$ cat config.mk
export PLATFORM = sky130hd
export DESIGN_NAME = ide_irq_regs
export DESIGN_NICKNAME = d
export VERILOG_FILES = /design/src/rtl/ide_irq_pkg.sv /design/src/rtl/ide_irq_chan.sv /design/src/rtl/ide_irq_rdmux.sv /design/src/rtl/ide_irq_regs.sv
export SDC_FILE = /design/constraint.sdc
export NUM_CORES = 1
export LEC_CHECK = 0
export ABC_AREA = 1
export CORE_ASPECT_RATIO = 2
export CORE_UTILIZATION = 47
export CTS_CLUSTER_SIZE = 20
export DETAILED_ROUTE_END_ITERATION = 10
export PLACE_DENSITY = 0.79
export SYNTH_ARGS = -nofsm -noshare
export SYNTH_HDL_FRONTEND = slang
export SYNTH_SLANG_ARGS = --single-unit
$ cat constraint.sdc
create_clock -name clk -period 1.05 [get_ports clk]
set_input_delay 0.105 -clock clk [delete_from_list [all_inputs] [get_ports clk]]
set_output_delay 0.105 -clock clk [all_outputs]
set_load 0.005 [all_outputs]
$ cat src/rtl/ide_irq_pkg.sv
package ide_irq_pkg;

    localparam int NCH    = 2;
    localparam int BYTE_W = 8;

    // bit positions decoded by software
    localparam int CFG0_PEND_BIT = 2;
    localparam int CFG1_PEND_BIT = 4;
    localparam int MIR_PEND_LSB  = 2;
    localparam int MIR_BLK_LSB   = 4;
    localparam int ST_INTR_BIT   = 2;
    localparam int ST_ERR_BIT    = 1;
    localparam int CMD_RUN_BIT   = 0;

    typedef struct packed {
        logic prev;
        logic pend;
        logic blk;
        logic dintr;
        logic derr;
        logic run;
    } chan_st_t;

    typedef struct packed {
        logic [BYTE_W-1:0] cfg0;
        logic [BYTE_W-1:0] cfg1;
    } cfg_st_t;

endpackage

$ cat src/rtl/ide_irq_chan.sv
module ide_irq_chan
    import ide_irq_pkg::*;
(
    input  logic clk,
    input  logic rst_n,
    input  logic irq_in,
    input  logic err_in,
    input  logic clr_pend,
    input  logic blk_we,
    input  logic blk_val,
    input  logic clr_intr,
    input  logic clr_err,
    input  logic cmd_we,
    input  logic cmd_run,
    output logic pend,
    output logic blk,
    output logic dintr,
    output logic derr,
    output logic run
);

    chan_st_t st_d, st_q;
    logic     rise;

    always_comb begin
        st_d      = st_q;
        rise      = irq_in && !st_q.prev;
        st_d.prev = irq_in;

        // set wins over a clear in the same cycle
        if (rise)          st_d.pend = 1'b1;
        else if (clr_pend) st_d.pend = 1'b0;

        if (rise)          st_d.dintr = 1'b1;
        else if (clr_intr) st_d.dintr = 1'b0;

        if (err_in)        st_d.derr = 1'b1;
        else if (clr_err)  st_d.derr = 1'b0;

        if (blk_we)        st_d.blk = blk_val;
        if (cmd_we)        st_d.run = cmd_run;
    end

    always_ff @(posedge clk) begin
        if (!rst_n) st_q <= '0;
        else        st_q <= st_d;
    end

    assign pend  = st_q.pend;
    assign blk   = st_q.blk;
    assign dintr = st_q.dintr;
    assign derr  = st_q.derr;
    assign run   = st_q.run;

    a_r2_edge_sets: assert property (@(posedge clk) disable iff (!rst_n)
        (irq_in && !st_q.prev) |=> (pend && dintr));

    a_r10_set_wins: assert property (@(posedge clk) disable iff (!rst_n)
        (irq_in && !st_q.prev && clr_pend) |=> pend);

    a_r5_clear_takes: assert property (@(posedge clk) disable iff (!rst_n)
        (clr_pend && !(irq_in && !st_q.prev)) |=> !pend);

    a_r4_hold: assert property (@(posedge clk) disable iff (!rst_n)
        (!clr_pend && !(irq_in && !st_q.prev)) |=> $stable(pend));

    a_r7_err_sets: assert property (@(posedge clk) disable iff (!rst_n)
        err_in |=> derr);

    a_r8_stop: assert property (@(posedge clk) disable iff (!rst_n)
        (cmd_we && !cmd_run) |=> !run);

endmodule

$ cat src/rtl/ide_irq_rdmux.sv
module ide_irq_rdmux
    import ide_irq_pkg::*;
#(
    parameter int                ADDR_W  = 8,
    parameter logic [ADDR_W-1:0] A_CFG0  = 8'h50,
    parameter logic [ADDR_W-1:0] A_CFG1  = 8'h57,
    parameter logic [ADDR_W-1:0] A_MIR   = 8'h71,
    parameter logic [ADDR_W-1:0] A_CMD0  = 8'h70,
    parameter logic [ADDR_W-1:0] A_ST0   = 8'h72,
    parameter logic [ADDR_W-1:0] A_CMD1  = 8'h78,
    parameter logic [ADDR_W-1:0] A_ST1   = 8'h7A
) (
    input  logic [ADDR_W-1:0] addr,
    input  logic [BYTE_W-1:0] cfg0,
    input  logic [BYTE_W-1:0] cfg1,
    input  logic [NCH-1:0]    pend,
    input  logic [NCH-1:0]    blk,
    input  logic [NCH-1:0]    dintr,
    input  logic [NCH-1:0]    derr,
    input  logic [NCH-1:0]    run,
    output logic [BYTE_W-1:0] rdata
);

    always_comb begin
        rdata = '0;
        unique case (addr)
            A_CFG0: begin
                rdata                = cfg0;
                rdata[CFG0_PEND_BIT] = pend[0];
            end
            A_CFG1: begin
                rdata                = cfg1;
                rdata[CFG1_PEND_BIT] = pend[1];
            end
            A_MIR: begin
                rdata[MIR_PEND_LSB +: NCH] = pend;
                rdata[MIR_BLK_LSB  +: NCH] = blk;
            end
            A_CMD0: rdata[CMD_RUN_BIT] = run[0];
            A_CMD1: rdata[CMD_RUN_BIT] = run[1];
            A_ST0: begin
                rdata[ST_INTR_BIT] = dintr[0];
                rdata[ST_ERR_BIT]  = derr[0];
                rdata[CMD_RUN_BIT] = run[0];
            end
            A_ST1: begin
                rdata[ST_INTR_BIT] = dintr[1];
                rdata[ST_ERR_BIT]  = derr[1];
                rdata[CMD_RUN_BIT] = run[1];
            end
            default: rdata = '0;
        endcase
    end

endmodule

$ cat src/rtl/ide_irq_regs.sv
module ide_irq_regs
    import ide_irq_pkg::*;
#(
    parameter int                ADDR_W = 8,
    parameter logic [ADDR_W-1:0] A_CFG0 = 8'h50,
    parameter logic [ADDR_W-1:0] A_CFG1 = 8'h57,
    parameter logic [ADDR_W-1:0] A_MIR  = 8'h71,
    parameter logic [ADDR_W-1:0] A_CMD0 = 8'h70,
    parameter logic [ADDR_W-1:0] A_ST0  = 8'h72,
    parameter logic [ADDR_W-1:0] A_CMD1 = 8'h78,
    parameter logic [ADDR_W-1:0] A_ST1  = 8'h7A
) (
    input  logic              clk,
    input  logic              rst_n,
    input  logic              wr_en,
    input  logic [ADDR_W-1:0] addr,
    input  logic [7:0]        wdata,
    output logic [7:0]        rdata,
    input  logic [1:0]        irq_in,
    input  logic [1:0]        err_in,
    input  logic              chan_sel,
    output logic              irq_out,
    output logic              src_hit,
    output logic [1:0]        dma_run
);

    localparam logic [BYTE_W-1:0] CFG0_KEEP = ~(BYTE_W'(1) << CFG0_PEND_BIT);
    localparam logic [BYTE_W-1:0] CFG1_KEEP = ~(BYTE_W'(1) << CFG1_PEND_BIT);

    cfg_st_t cfg_d, cfg_q;

    logic wr_cfg0, wr_cfg1, wr_mir;
    logic [NCH-1:0] clr_pend, wr_st, wr_cmd;
    logic [NCH-1:0] pend, blk, dintr, derr, run;

    assign wr_cfg0 = wr_en && (addr == A_CFG0);
    assign wr_cfg1 = wr_en && (addr == A_CFG1);
    assign wr_mir  = wr_en && (addr == A_MIR);

    assign clr_pend[0] = (wr_cfg0 && wdata[CFG0_PEND_BIT]) ||
                         (wr_mir  && wdata[MIR_PEND_LSB]);
    assign clr_pend[1] = (wr_cfg1 && wdata[CFG1_PEND_BIT]) ||
                         (wr_mir  && wdata[MIR_PEND_LSB + 1]);

    assign wr_st[0]  = wr_en && (addr == A_ST0);
    assign wr_st[1]  = wr_en && (addr == A_ST1);
    assign wr_cmd[0] = wr_en && (addr == A_CMD0);
    assign wr_cmd[1] = wr_en && (addr == A_CMD1);

    always_comb begin
        cfg_d = cfg_q;
        if (wr_cfg0) cfg_d.cfg0 = wdata & CFG0_KEEP;
        if (wr_cfg1) cfg_d.cfg1 = wdata & CFG1_KEEP;
    end

    always_ff @(posedge clk) begin
        if (!rst_n) cfg_q <= '0;
        else        cfg_q <= cfg_d;
    end

    for (genvar c = 0; c < NCH; c++) begin : g_chan
        ide_irq_chan u_chan (
            .clk      (clk),
            .rst_n    (rst_n),
            .irq_in   (irq_in[c]),
            .err_in   (err_in[c]),
            .clr_pend (clr_pend[c]),
            .blk_we   (wr_mir),
            .blk_val  (wdata[MIR_BLK_LSB + c]),
            .clr_intr (wr_st[c] && wdata[ST_INTR_BIT]),
            .clr_err  (wr_st[c] && wdata[ST_ERR_BIT]),
            .cmd_we   (wr_cmd[c]),
            .cmd_run  (wdata[CMD_RUN_BIT]),
            .pend     (pend[c]),
            .blk      (blk[c]),
            .dintr    (dintr[c]),
            .derr     (derr[c]),
            .run      (run[c])
        );
    end

    ide_irq_rdmux #(
        .ADDR_W (ADDR_W),
        .A_CFG0 (A_CFG0),
        .A_CFG1 (A_CFG1),
        .A_MIR  (A_MIR),
        .A_CMD0 (A_CMD0),
        .A_ST0  (A_ST0),
        .A_CMD1 (A_CMD1),
        .A_ST1  (A_ST1)
    ) u_rdmux (
        .addr  (addr),
        .cfg0  (cfg_q.cfg0),
        .cfg1  (cfg_q.cfg1),
        .pend  (pend),
        .blk   (blk),
        .dintr (dintr),
        .derr  (derr),
        .run   (run),
        .rdata (rdata)
    );

    assign irq_out = |(pend & ~blk);
    assign src_hit = pend[chan_sel] && dintr[chan_sel];
    assign dma_run = run;

    a_r6_all_blocked: assert property (@(posedge clk) disable iff (!rst_n)
        (blk == 2'b11) |-> !irq_out);

    a_r6_open_pending: assert property (@(posedge clk) disable iff (!rst_n)
        ((pend[0] && !blk[0]) || (pend[1] && !blk[1])) |-> irq_out);

    a_r9_hit_needs_both: assert property (@(posedge clk) disable iff (!rst_n)
        src_hit |-> (pend[chan_sel] && dintr[chan_sel]));

    a_r4_zero_keeps: assert property (@(posedge clk) disable iff (!rst_n)
        (wr_en && addr == A_CFG1 && !wdata[CFG1_PEND_BIT] && pend[1]) |=> pend[1]);

    a_r11_no_stray_write: assert property (@(posedge clk) disable iff (!rst_n)
        (wr_en && !wr_cfg0 && !wr_cfg1) |=> $stable(cfg_q));

endmodule

==> summary.md, run 1 <==
| Metric | Value |
|---|---|
| Status | `complete, but fails checks` |
| Failing checks | `setup timing` |
| Drt pass-1 iters | `5` |
| M1 WL | `2040 um` |
| Worst-path fanout max | `4` |
| Primary FF master, synth | `dfxtp_1` |
| Initial drt markers | `140` |
| Hold WC Path Type | `input port to flop` |
| WHS Path Cells | `6` |
| Main area contributors after synthesis | `dfxtp_1 39%, nand2_1 16%, a21oi_1 8.5%` |
| H-tree depth | `1` |
| Ports | `36` |
| Critical path launch point type | `input port` |
| Most common cell in the netlist | `nand2_1` |
| Slew @ Worst Pin | `0.2880 ns` |
| NumNets Final | `320` |
| Share of cells above drive strength 1 | `0.5051` |
| Via count | `1946` |
| CTS root buf | `clkbuf_8` |
| Routability congestion estimate | `0.8092` |
| Syn avg cell area | `6.859 um2` |
| RSZ-0062 raised after global routing | `true` |
| # clock sinks | `26` |
| Min-delay src | `addr[7]` |
| Deepest clock path buffer count | `2` |
| Chip Height | `77.83 um` |
| Synth area leader | `dfxtp_1` |
| Period utilisation layout | `1.195` |
| Layout area overhead | `83.06%` |
| Netlist Area Pre-Place | `1351 um2` |
| Worst setup margin | `-0.2044 ns` |
| MaxCap Viol Count | `0` |
| YS warnings | `0` |
| PD cells | `857.1 nW/um2` |
| Count of hold-fix buffers inserted at cts | `0` |
| Cell area after layout | `2474 um2` |
| Count of flip-flops with a built-in enable after synthesis | `0` |
| Initial Util | `0.4938` |
| Hpwl dp | `2870 um` |
| # DRC | `0` |
| Crit path kind | `input port to primary output` |
| Filler Cells Inserted | `116` |
| Top cell type's share of synthesized area | `0.3852` |
| Largest net degree at the start of global routing | `15` |
| Top Layer Used | `met4` |
| Post-DR vias/cell | `6.006` |
| Vias in the first global route | `1794` |
| Seq cells post-synth | `26` |
| Count of different cell masters after synthesis | `24` |
| Final hold slack | `0.3013 ns` |
| Clk slew on worst S/H paths | `0.09 ns` |
| Wire length per cell | `19.79 um` |
| Num rows | `27` |
| Final hold viol count | `0` |
| F_max | `797.2 MHz` |
| TNS Setup | `-1.817 ns` |
| Crit path capture type | `primary output` |
| Worst r2r path cells | `3` |
| Reg2reg setup slack | `0.17 ns` |
| Overall routing resource usage | `0.3702` |
| Initial antenna violation count | `0` |
| Worst Clk Skew | `0.001806 ns` |
| Routed wl met3 | `637 um` |
| Global-route wire length before repair | `8079 um` |
| Clock Latency Late Sink | `0.27 ns` |
| WHS Endpoint | `g_chan[0].u_chan.blk$_SDFFE_PN0N_` |
| Slew headroom | `0.8070` |
| Static Leak | `1.204 nW` |
| Top cells by count, synth | `57 x nand2_1, 26 x dfxtp_1, 23 x a21oi_1` |
| CTS tree | `built` |
| TritonCTS buffer count | `3` |
| Min Tclk post-route | `1.254 ns` |
| CP arrival | `1.15 ns` |
| Multi-input gate area | `874.6 um2` |
| GRT Residual Overflow | `0` |
| Sequential area share after synthesis | `0.3852` |
| Max-slew violation count | `0` |
| Worst Path Required | `0.94 ns` |
| Post-route ant nets | `0` |
| Placed Area | `1899 um2` |
| Input/output buffers | `35` |
| Post-Syn Instances | `197` |
| Ys async rst share | `0` |
| Core ar. | `2736 um2` |
| Reg-to-reg critical path startpoint | `g_chan[0].u_chan.run$_SDFFE_PN0P_` |
| Die Wd | `39.92 um` |
| Seq. cell area | `528.0 um2` |
| Final setup fails | `14` |
| Worst VDD drop | `0.8859 mV` |
| RR Endpoint | `g_chan[0].u_chan.run$_SDFFE_PN0P_` |
| Met2 wire len | `3204 um` |
| CP startpoint | `addr[4]` |
| Full die area | `3107 um2` |
| Final wirelength | `6411 um` |
| Antenna cells | `0` |
| Core Util, Final | `0.9040` |
| Syn Nets | `221` |
logic make-up (layout without fill, tap and decap cells):
logic type / after synthesis / count (layout) / share of synthesized area
and+or+nand+nor: 110 / 110 / 0.3713
AOI/OAI and AO/OA: 32 / 32 / 0.1306
buffers and inverters: 29 / 127 / 0.1130
DFF: 26 / 26 / 0.3852
repair_timing:
| action | CTS | global route |
|---|---|---|
| buffers inserted | 27 | 12 |
| endpoints found under the setup margin | 36 | 35 |
| gates cloned | 1 | 0 |
| gates resized for setup | 127 | 52 |
| pin swaps | 14 | 18 |
metrics by stage:
step	std cells	total power, W	worst slack (ns)
finish	324	0.002120	-0.2044
global route	324	0.002191	-0.3909
CTS	314	0.002022	-0.1218
detailed placement	282	0.001351	-0.8774
global placement	282	0.001346	-0.8942
floorplan	197	0.001140	0.1278
cells in the final DEF, fill, tap and decap left out, types with 3 or more instances in the layout:
cell type	Yosys	layout
nand2_4	0	7
nand3_2	0	3
dfxtp_1	26	20
dfxtp_2	0	6
inv_2	1	5
inv_1	18	12
nand3_1	19	16
clkbuf_8	0	4
nand2_1	57	38
nor2_2	2	3
nor2_1	14	8
nor2_4	3	8
nand4_1	7	7
nand2_2	4	15
clkdlybuf4s50_1	0	14
a21oi_1	23	22
buf_4	2	52
buf_6	0	20
buf_2	0	9
layer usage:
layer | up-vias | global-route usage
met4 | 0 | 0.2586
met5 | - | 0
met1 | 873 | 0.3661
met2 | 181 | 0.6048
met3 | 56 | 0.1000
li1 | 836 | -
state kept, by name, summed over array words and instances (netlist names):
register             cells
cfg_q                   14
g_chan.u_chan.blk        2
g_chan.u_chan.derr       2
g_chan.u_chan.dintr      2
g_chan.u_chan.pend       2
g_chan.u_chan.run        2
g_chan.u_chan.st_q       2
power by group:
group | total (W) | internal [W] | leakage [nW] | switching [W]
Sequential | 0.00103 | 0.00101 | 0.214 | 0.0000208
Clock | 0.000655 | 0.000336 | 0.0288 | 0.000319
Combinational | 0.000435 | 0.000221 | 0.961 | 0.000215
final cells by class:
type	count	area share
clock buffers	4	0.02226
well taps	29	0.01467
repair buffers	101	0.3546
flip-flops and latches	26	0.2135
inverters	21	0.03895
multi-input cells	142	0.3536
repair inverters	1	0.002529
critical path, stage by stage:
cell and delay (ns):
buf_2 0.11, nand2_2 0.09, nor2_4 0.15, buf_4 0.13, buf_6 0.10, nand2_4 0.08
o211ai_1 0.22, buf_2 0.16
how the worst max path moves through the flow:
stage	end	slack [ns]	depth (start not counted)
after floorplan	cfg_q[0]$_SDFFE_PN0P_	0.13	8
after CTS	rdata[2]	-0.12	10
final	rdata[3]	-0.20	8
after detailed placement	rdata[3]	-0.88	9
after global placement	rdata[3]	-0.89	9
after global routing	rdata[0]	-0.39	8
(Power assumes the default switching activity.)
==> inputs of run 2 (changes only) <==
--- a/config.mk
+++ b/config.mk
@@ -6,11 +6,12 @@
 export NUM_CORES = 1
 export LEC_CHECK = 0
 export ABC_AREA = 1
+export ABC_CLOCK_PERIOD_IN_PS = 1600
 export CORE_ASPECT_RATIO = 2
-export CORE_UTILIZATION = 47
+export CORE_UTILIZATION = 51
 export CTS_CLUSTER_SIZE = 20
 export DETAILED_ROUTE_END_ITERATION = 10
-export PLACE_DENSITY = 0.79
+export PLACE_DENSITY = 0.85
 export SYNTH_ARGS = -nofsm -noshare
 export SYNTH_HDL_FRONTEND = slang
 export SYNTH_SLANG_ARGS = --single-unit
==> constraint.sdc (replaced) <==
create_clock -name clk -period 1.6 [get_ports clk]
set_input_delay 0.16 -clock clk [delete_from_list [all_inputs] [get_ports clk]]
set_output_delay 0.16 -clock clk [all_outputs]
set_load 0.005 [all_outputs]
==> run 2 against run 1 <==
The run now ends clean. Clock skew decreased by 0.0015 ns. Core utilization decreased by 12 points. Cell area decreased by 19%. Total power decreased by 39%. Sequential power decreased by 35%. Sequential share of layout area increased by 4.9 points. Count of clock-buffer cells in the layout unchanged. Wire length decreased by 33%. Setup slack improved by 0.26 ns. Via count decreased by 18%.
==> summary.md, run 2 (synthesized netlist as in run 1, its figures left out) <==
| Metric | Value |
|---|---|
| Status | `finished, final reports clean` |
| F_max | `646.0 MHz` |
| Post-route ant nets | `0 (unchanged)` |
| H-tree depth | `1 (unchanged)` |
| Crit path cell chain | `dlygate4sd2_1 > inv_1 > nand2_2 > nor2_4 > buf_4 > nand2_4 > inv_6 > buf_4 > nand2_1 > o211ai_1 > buf_2` |
| Drt pass-1 iters | `4 (-1)` |
| Share of cells above drive strength 1 | `0.2662 (-0.2389)` |
| Most common cell after layout, fill and taps aside | `nand2_1` |
| Die Wd | `38.40 um (-3.8%)` |
| Initial Util | `0.5325 (+0.03872)` |
| Max-slew violation count | `0 (unchanged)` |
| Critical path buffers and inverters | `6 (+2)` |
| Levels on crit path | `11 (+3)` |
| Period utilisation layout | `0.9675` |
| Critical path launch point type | `input port` |
| Placed Area | `1800 um2 (-5.2%)` |
| Max FFs per register | `14 (unchanged)` |
| CTS root buf | `clkbuf_8` |
| Reg-to-reg critical path startpoint | `g_chan[1].u_chan.st_q[5]$_SDFF_PN0_` |
| Via count | `1600 (-18%)` |
| Largest net degree at the start of global routing | `22 (+7)` |
| Pre-CTS WS | `-0.4194 ns (+0.4580 ns)` |
| Switching Power | `0.0003109 W (-44%)` |
| Core ar. | `2537 um2 (-7.3%)` |
| # clock sinks | `26 (unchanged)` |
| TritonCTS buffer count | `3 (unchanged)` |
| RR Endpoint | `g_chan[1].u_chan.pend$_SDFFE_PN0P_` |
| Slowest-stage cell, CP | `dlygate4sd2_1` |
| Slew @ Worst Pin | `0.2834 ns (-0.004586 ns)` |
| # DRC | `0 (unchanged)` |
| Clock power share | `0.330 (+0.021)` |
| Antenna cells | `0 (unchanged)` |
| Clk slew on worst S/H paths | `0.09 ns (about the same)` |
| Post-DR vias/cell | `5.498 (-8.5%)` |
| MaxCap Viol Count | `0 (unchanged)` |
| Hpwl dp | `2662 um (-7.2%)` |
| Worst Clk Skew | `0.0002751 ns (-0.001531 ns)` |
| GRT Residual Overflow | `0 (unchanged)` |
| Sw frac | `0.2411 (-0.02038)` |
| Num rows | `26 (-3.7%)` |
| Most used cell, CP | `buf_4` |
| Initial antenna violation count | `0 (unchanged)` |
| Routability congestion estimate | `0.9123 (+13%)` |
| Worst VDD drop | `0.6039 mV (-32%)` |
| Crit path capture type | `primary output` |
| Initial drt markers | `54 (-61%)` |
| Slew headroom | `0.8100 (+0.003074)` |
| Min Tclk post-route | `1.548 ns` |
| Power Internal | `0.0009783 W (-38%)` |
| Count of hold-fix buffers inserted at cts | `0 (unchanged)` |
| Chip Height | `74.80 um (-3.9%)` |
| CP arrival | `1.39 ns (+0.24 ns)` |
| Ports | `36 (unchanged)` |
| Clock Latency Late Sink | `0.27 ns (about the same)` |
| Logic pwr share | `0.149 (-0.056)` |
| WHS Endpoint | `g_chan[0].u_chan.run$_SDFFE_PN0P_` |
| Worst r2r path cells | `3 (unchanged)` |
| Layout area overhead | `47.96%` |
| Sequential share of power | `0.522 (+0.036)` |
| Deepest clock path buffer count | `2 (unchanged)` |
| Filler Cells Inserted | `179 (+54%)` |
| Global-route wire length before repair | `6548 um (-19%)` |
| Hold WC Path Type | `input port to flop` |
| Final wirelength | `4270 um (-33%)` |
| Overall routing resource usage | `0.3179 (-0.05229)` |
| Cell area after layout | `1999 um2 (-19%)` |
| Power Total | `0.001289 W (-39%)` |
| Vias in the first global route | `1522 (-15%)` |
| Worst setup margin | `0.05205 ns (+0.2565 ns)` |
| Min-delay src | `addr[3]` |
| Final non-filler cell total | `291 (-10%)` |
| NumNets Final | `288 (-10%)` |
| Full die area | `2872 um2 (-7.6%)` |
| Delay-heaviest family, CP | `buffers and inverters` |
| Final hold viol count | `0 (unchanged)` |
| Dpl cells | `268 (-5.0%)` |
| PD cells | `644.8 nW/um2 (-25%)` |
| Final setup fails | `0 (-14)` |
| Commonest non-fill, non-tap cells in the layout | `53 x nand2_1, 32 x buf_4, 24 x dfxtp_1` |
| Input/output buffers | `35 (unchanged)` |
| WHS Path Cells | `5 (-1)` |
| Reg2reg setup slack | `0.79 ns (+0.62 ns)` |
| Worst Path Required | `1.44 ns (+0.50 ns)` |
| CTS tree | `built` |
| Wire length per cell | `14.67 um (-26%)` |
| TNS Setup | `0 ns (+1.817 ns)` |
| Biggest register | `cfg_q` |
| Crit path kind | `input port to primary output` |
| Largest stage delay on the critical path | `0.23 ns (about the same)` |
| Static Leak | `0.9115 nW (-24%)` |
| Worst-path fanout max | `7 (+3)` |
run 2: worst max path at each step:
stage / from / to
finish: addr[7] / rdata[3]
global route: addr[2] / rdata[4]
CTS: g_chan[0].u_chan.pend$_SDFFE_PN0P_ / src_hit
detailed placement: addr[5] / rdata[2]
global placement: addr[0] / rdata[3]
floorplan: addr[7] / rdata[6]
run 2: per-stage QoR:
step | utilization | hold slack, ns
2_1_floorplan | - | 0.2535
3_3_place_gp | 0.7096 | 0.4475
3_5_place_dp | 0.7096 | 0.4519
4_1_cts | 0.7742 | 0.4382
5_1_grt | 0.7880 | 0.4395
6_report | 0.7880 | 0.4274
run 2: what timing repair did:
| action | 4_1_cts | 5_1_grt |
|---|---|---|
| setup buffers | 14 | 5 |
| resized for setup | 45 | 7 |
| setup endpoints to repair | 9 | 5 |
| pin swaps | 7 | 4 |
run 2: worst register-to-register path, stage by stage (launching register included):
cell and delay, ns:
dfxtp_1 0.31, nor2_1 0.22, inv_1 0.08, a21oi_1 0.13
run 2: power by group through the flow:
stage          Sequential (W)  Clock [W]  Combinational, W
2_1_floorplan        0.000683          0         0.0000652
3_3_place_gp         0.000687          0          0.000180
3_5_place_dp         0.000687          0          0.000182
4_1_cts              0.000672   0.000426          0.000186
5_1_grt              0.000674   0.000451          0.000207
6_report             0.000672   0.000425          0.000192
run 2: metal layers:
| metal | wire length, um | part of all wire | up-vias | track usage |
|---|---|---|---|---|
| met1 | 1532 | 0.36 | 736 | 0.3403 |
| met4 | 220 | 0.052 | 0 | 0.1533 |
| met2 | 2342 | 0.55 | 66 | 0.5838 |
| met5 | 0 | 0 | - | 0 |
| met3 | 174 | 0.041 | 19 | 0.03835 |
| li1 | - | - | 779 | - |
run 2: final cells by class:
cell class	instances	area (um2)	area share
repair buffers	70	589.3	0.2947
flip-flops and latches	26	525.5	0.2628
well taps	28	35.03	0.01752
clock buffers	4	55.05	0.02753
multi-input cells	142	708.2	0.3542
inverters	21	86.33	0.04318
==> inputs of run 3 (changes only) <==
--- a/config.mk
+++ b/config.mk
@@ -12,6 +12,7 @@
 export CTS_CLUSTER_SIZE = 20
 export DETAILED_ROUTE_END_ITERATION = 10
 export PLACE_DENSITY = 0.85
+export SKIP_LAST_GASP = 1
 export SYNTH_ARGS = -nofsm -noshare
 export SYNTH_HDL_FRONTEND = slang
 export SYNTH_SLANG_ARGS = --single-unit
==> run 3 against run 2 <==
Flip-flop and latch count did not move. Highest routed layer unchanged. Clock power barely moved. Largest power group unchanged. Sequential share of layout area barely moved. Register-to-register slack barely moved.
==> summary.md, run 3 (synthesized netlist as in run 1, its figures left out) <==
| Metric | Value |
|---|---|
| Status | `finished, final reports clean` |
| Ports | `36 (unchanged)` |
| CTS tree | `built` |
| Initial Util | `0.5325 (unchanged)` |
| Critical path buffers and inverters | `6 (unchanged)` |
| TritonCTS buffer count | `3 (unchanged)` |
| Min-delay src | `addr[3]` |
| # DRC | `0 (unchanged)` |
| Worst VDD drop | `0.6039 mV (about the same)` |
| Clock Latency Late Sink | `0.27 ns (about the same)` |
| Placed Area | `1800 um2 (unchanged)` |
| Num rows | `26 (unchanged)` |
| Drt pass-1 iters | `4 (unchanged)` |
| Period utilisation layout | `0.9675 (unchanged)` |
| Slew @ Worst Pin | `0.2834 ns (unchanged)` |
| Deepest clock path buffer count | `2 (unchanged)` |
| GRT Residual Overflow | `0 (unchanged)` |
| Die Wd | `38.40 um (unchanged)` |
| Post-DR vias/cell | `5.498 (unchanged)` |
| Cell area after layout | `1997 um2 (-0.13%)` |
| Reg-to-reg critical path startpoint | `g_chan[1].u_chan.st_q[5]$_SDFF_PN0_` |
| Static Leak | `0.8941 nW (-1.9%)` |
| Biggest register | `cfg_q` |
| Core ar. | `2537 um2 (unchanged)` |
| Via count | `1600 (unchanged)` |
| Share of cells above drive strength 1 | `0.2662 (unchanged)` |
| Initial drt markers | `54 (unchanged)` |
| Largest stage delay on the critical path | `0.23 ns (about the same)` |
| Clk slew on worst S/H paths | `0.09 ns (about the same)` |
| CTS root buf | `clkbuf_8` |
| Final wirelength | `4267 um (about the same)` |
| Routability congestion estimate | `0.9123 (unchanged)` |
| Worst Clk Skew | `0.0002798 ns (+0.000004691 ns)` |
| Slew headroom | `0.8100 (unchanged)` |
| Worst Path Required | `1.44 ns (about the same)` |
| Chip Height | `74.80 um (unchanged)` |
| Delay-heaviest family, CP | `buffers and inverters` |
| Count of hold-fix buffers inserted at cts | `0 (unchanged)` |
| F_max | `646.0 MHz (unchanged)` |
| PD cells | `645.8 nW/um2 (+0.16%)` |
| Final hold viol count | `0 (unchanged)` |
| Worst-path fanout max | `7 (unchanged)` |
| Wire length per cell | `14.66 um (about the same)` |
| Post-route ant nets | `0 (unchanged)` |
| Pre-CTS WS | `-0.4194 ns (unchanged)` |
| Min Tclk post-route | `1.548 ns (unchanged)` |
| Max FFs per register | `14 (unchanged)` |
| CP startpoint | `addr[7]` |
| Critical path launch point type | `input port` |
| NumNets Final | `288 (unchanged)` |
| Final setup fails | `0 (unchanged)` |
| Filler Cells Inserted | `180 (+0.56%)` |
| Layout area overhead | `47.78%` |
| Full die area | `2872 um2 (unchanged)` |
| RSZ-0062 raised after global routing | `true` |
| Antenna cells | `0 (unchanged)` |
| Crit path cell chain | `dlygate4sd2_1 > inv_1 > nand2_2 > nor2_4 > buf_4 > nand2_4 > inv_6 > buf_4 > nand2_1 > o211ai_1 > buf_2` |
| Worst setup margin | `0.05205 ns (unchanged)` |
| Slowest-stage cell, CP | `dlygate4sd2_1` |
| # clock sinks | `26 (unchanged)` |
| Global-route wire length before repair | `6548 um (unchanged)` |
| Crit path capture type | `primary output` |
| Largest net degree at the start of global routing | `22 (unchanged)` |
| Hpwl dp | `2662 um (unchanged)` |
| Overall routing resource usage | `0.3179 (unchanged)` |
| Crit path kind | `input port to primary output` |
| Commonest non-fill, non-tap cells in the layout | `53 x nand2_1, 32 x buf_4, 24 x dfxtp_1` |
| Most used cell, CP | `buf_4` |
| MaxCap Viol Count | `0 (unchanged)` |
| Max-slew violation count | `0 (unchanged)` |
| CP arrival | `1.39 ns (about the same)` |
| Input/output buffers | `35 (unchanged)` |
| Initial antenna violation count | `0 (unchanged)` |
| Vias in the first global route | `1522 (unchanged)` |
| Most common cell after layout, fill and taps aside | `nand2_1` |
| H-tree depth | `1 (unchanged)` |
| Hold WC Path Type | `input port to flop` |
==> run 3: cell types whose count changed in the layout (fill, tap and decap cells not counted), sizes merged <==
cell	change
clkdlybuf4s50	+1
dlymetal6s2s	-1
==> run 3: path summary, 6_finish.rpt <==
check | end | slack, ns | cells past startpoint
max | rdata[3] | 0.05 | 11
min | g_chan[0].u_chan.run$_SDFFE_PN0P_ | 0.43 | 5
min reg2reg | cfg_q[9]$_SDFFE_PN0P_ | 0.46 | 2
max reg2reg | g_chan[1].u_chan.pend$_SDFFE_PN0P_ | 0.79 | 3
==> run 3: layout make-up <==
cell class                 instances  area [um2]  area share
clock buffer                       4       55.05     0.02757
inverter                          21       86.33     0.04323
multi-input combinational        142       708.2      0.3546
sequential                        26       525.5      0.2632
tap                               28       35.03     0.01754
timing repair buffer              70       586.8      0.2939
==> run 3: metal layers <==
metal,vias to the layer above,part of all wire,global-route usage
li1,779,-,-
met1,736,0.36,0.3403
met2,66,0.55,0.5838
met3,19,0.041,0.03835
met4,0,0.052,0.1533
met5,-,0,0
==> run 3: timing repair <==
item | CTS | global route
setup buffers | 14 | 5
endpoints found under the setup margin | 9 | 5
pin swaps | 7 | 4
resized for setup | 45 | 6
==> run 3: report_power, final <==
part           internal, W  switching, W
clock network     0.000220      0.000205
logic            0.0000972     0.0000947
registers         0.000662     0.0000108
total             0.000979      0.000311
==> run 3: worst register-to-register path, delay by kind of cell (launching register included) <==
family                 cells  cell delay, ns
AND/OR/NAND/NOR            1            0.22
buffers and inverters      1            0.08
AO/OA/AOI/OAI              1            0.13
flip-flops                 1            0.31
==> run 3: per-stage QoR <==
step / utilization / total power, W / hold slack (ns) / TNS (ns) / instances
final: 0.7870 / 0.001290 / 0.4274 / 0 / 291
after CTS: 0.7742 / 0.001284 / 0.4382 / 0 / 286
after detailed placement: 0.7096 / 0.0008691 / 0.4519 / -3.718 / 268
after floorplan: - / 0.0007484 / 0.2535 / 0 / 197
after global routing: 0.7870 / 0.001332 / 0.4395 / -0.1276 / 291
after global placement: 0.7096 / 0.0008670 / 0.4475 / -3.755 / 268
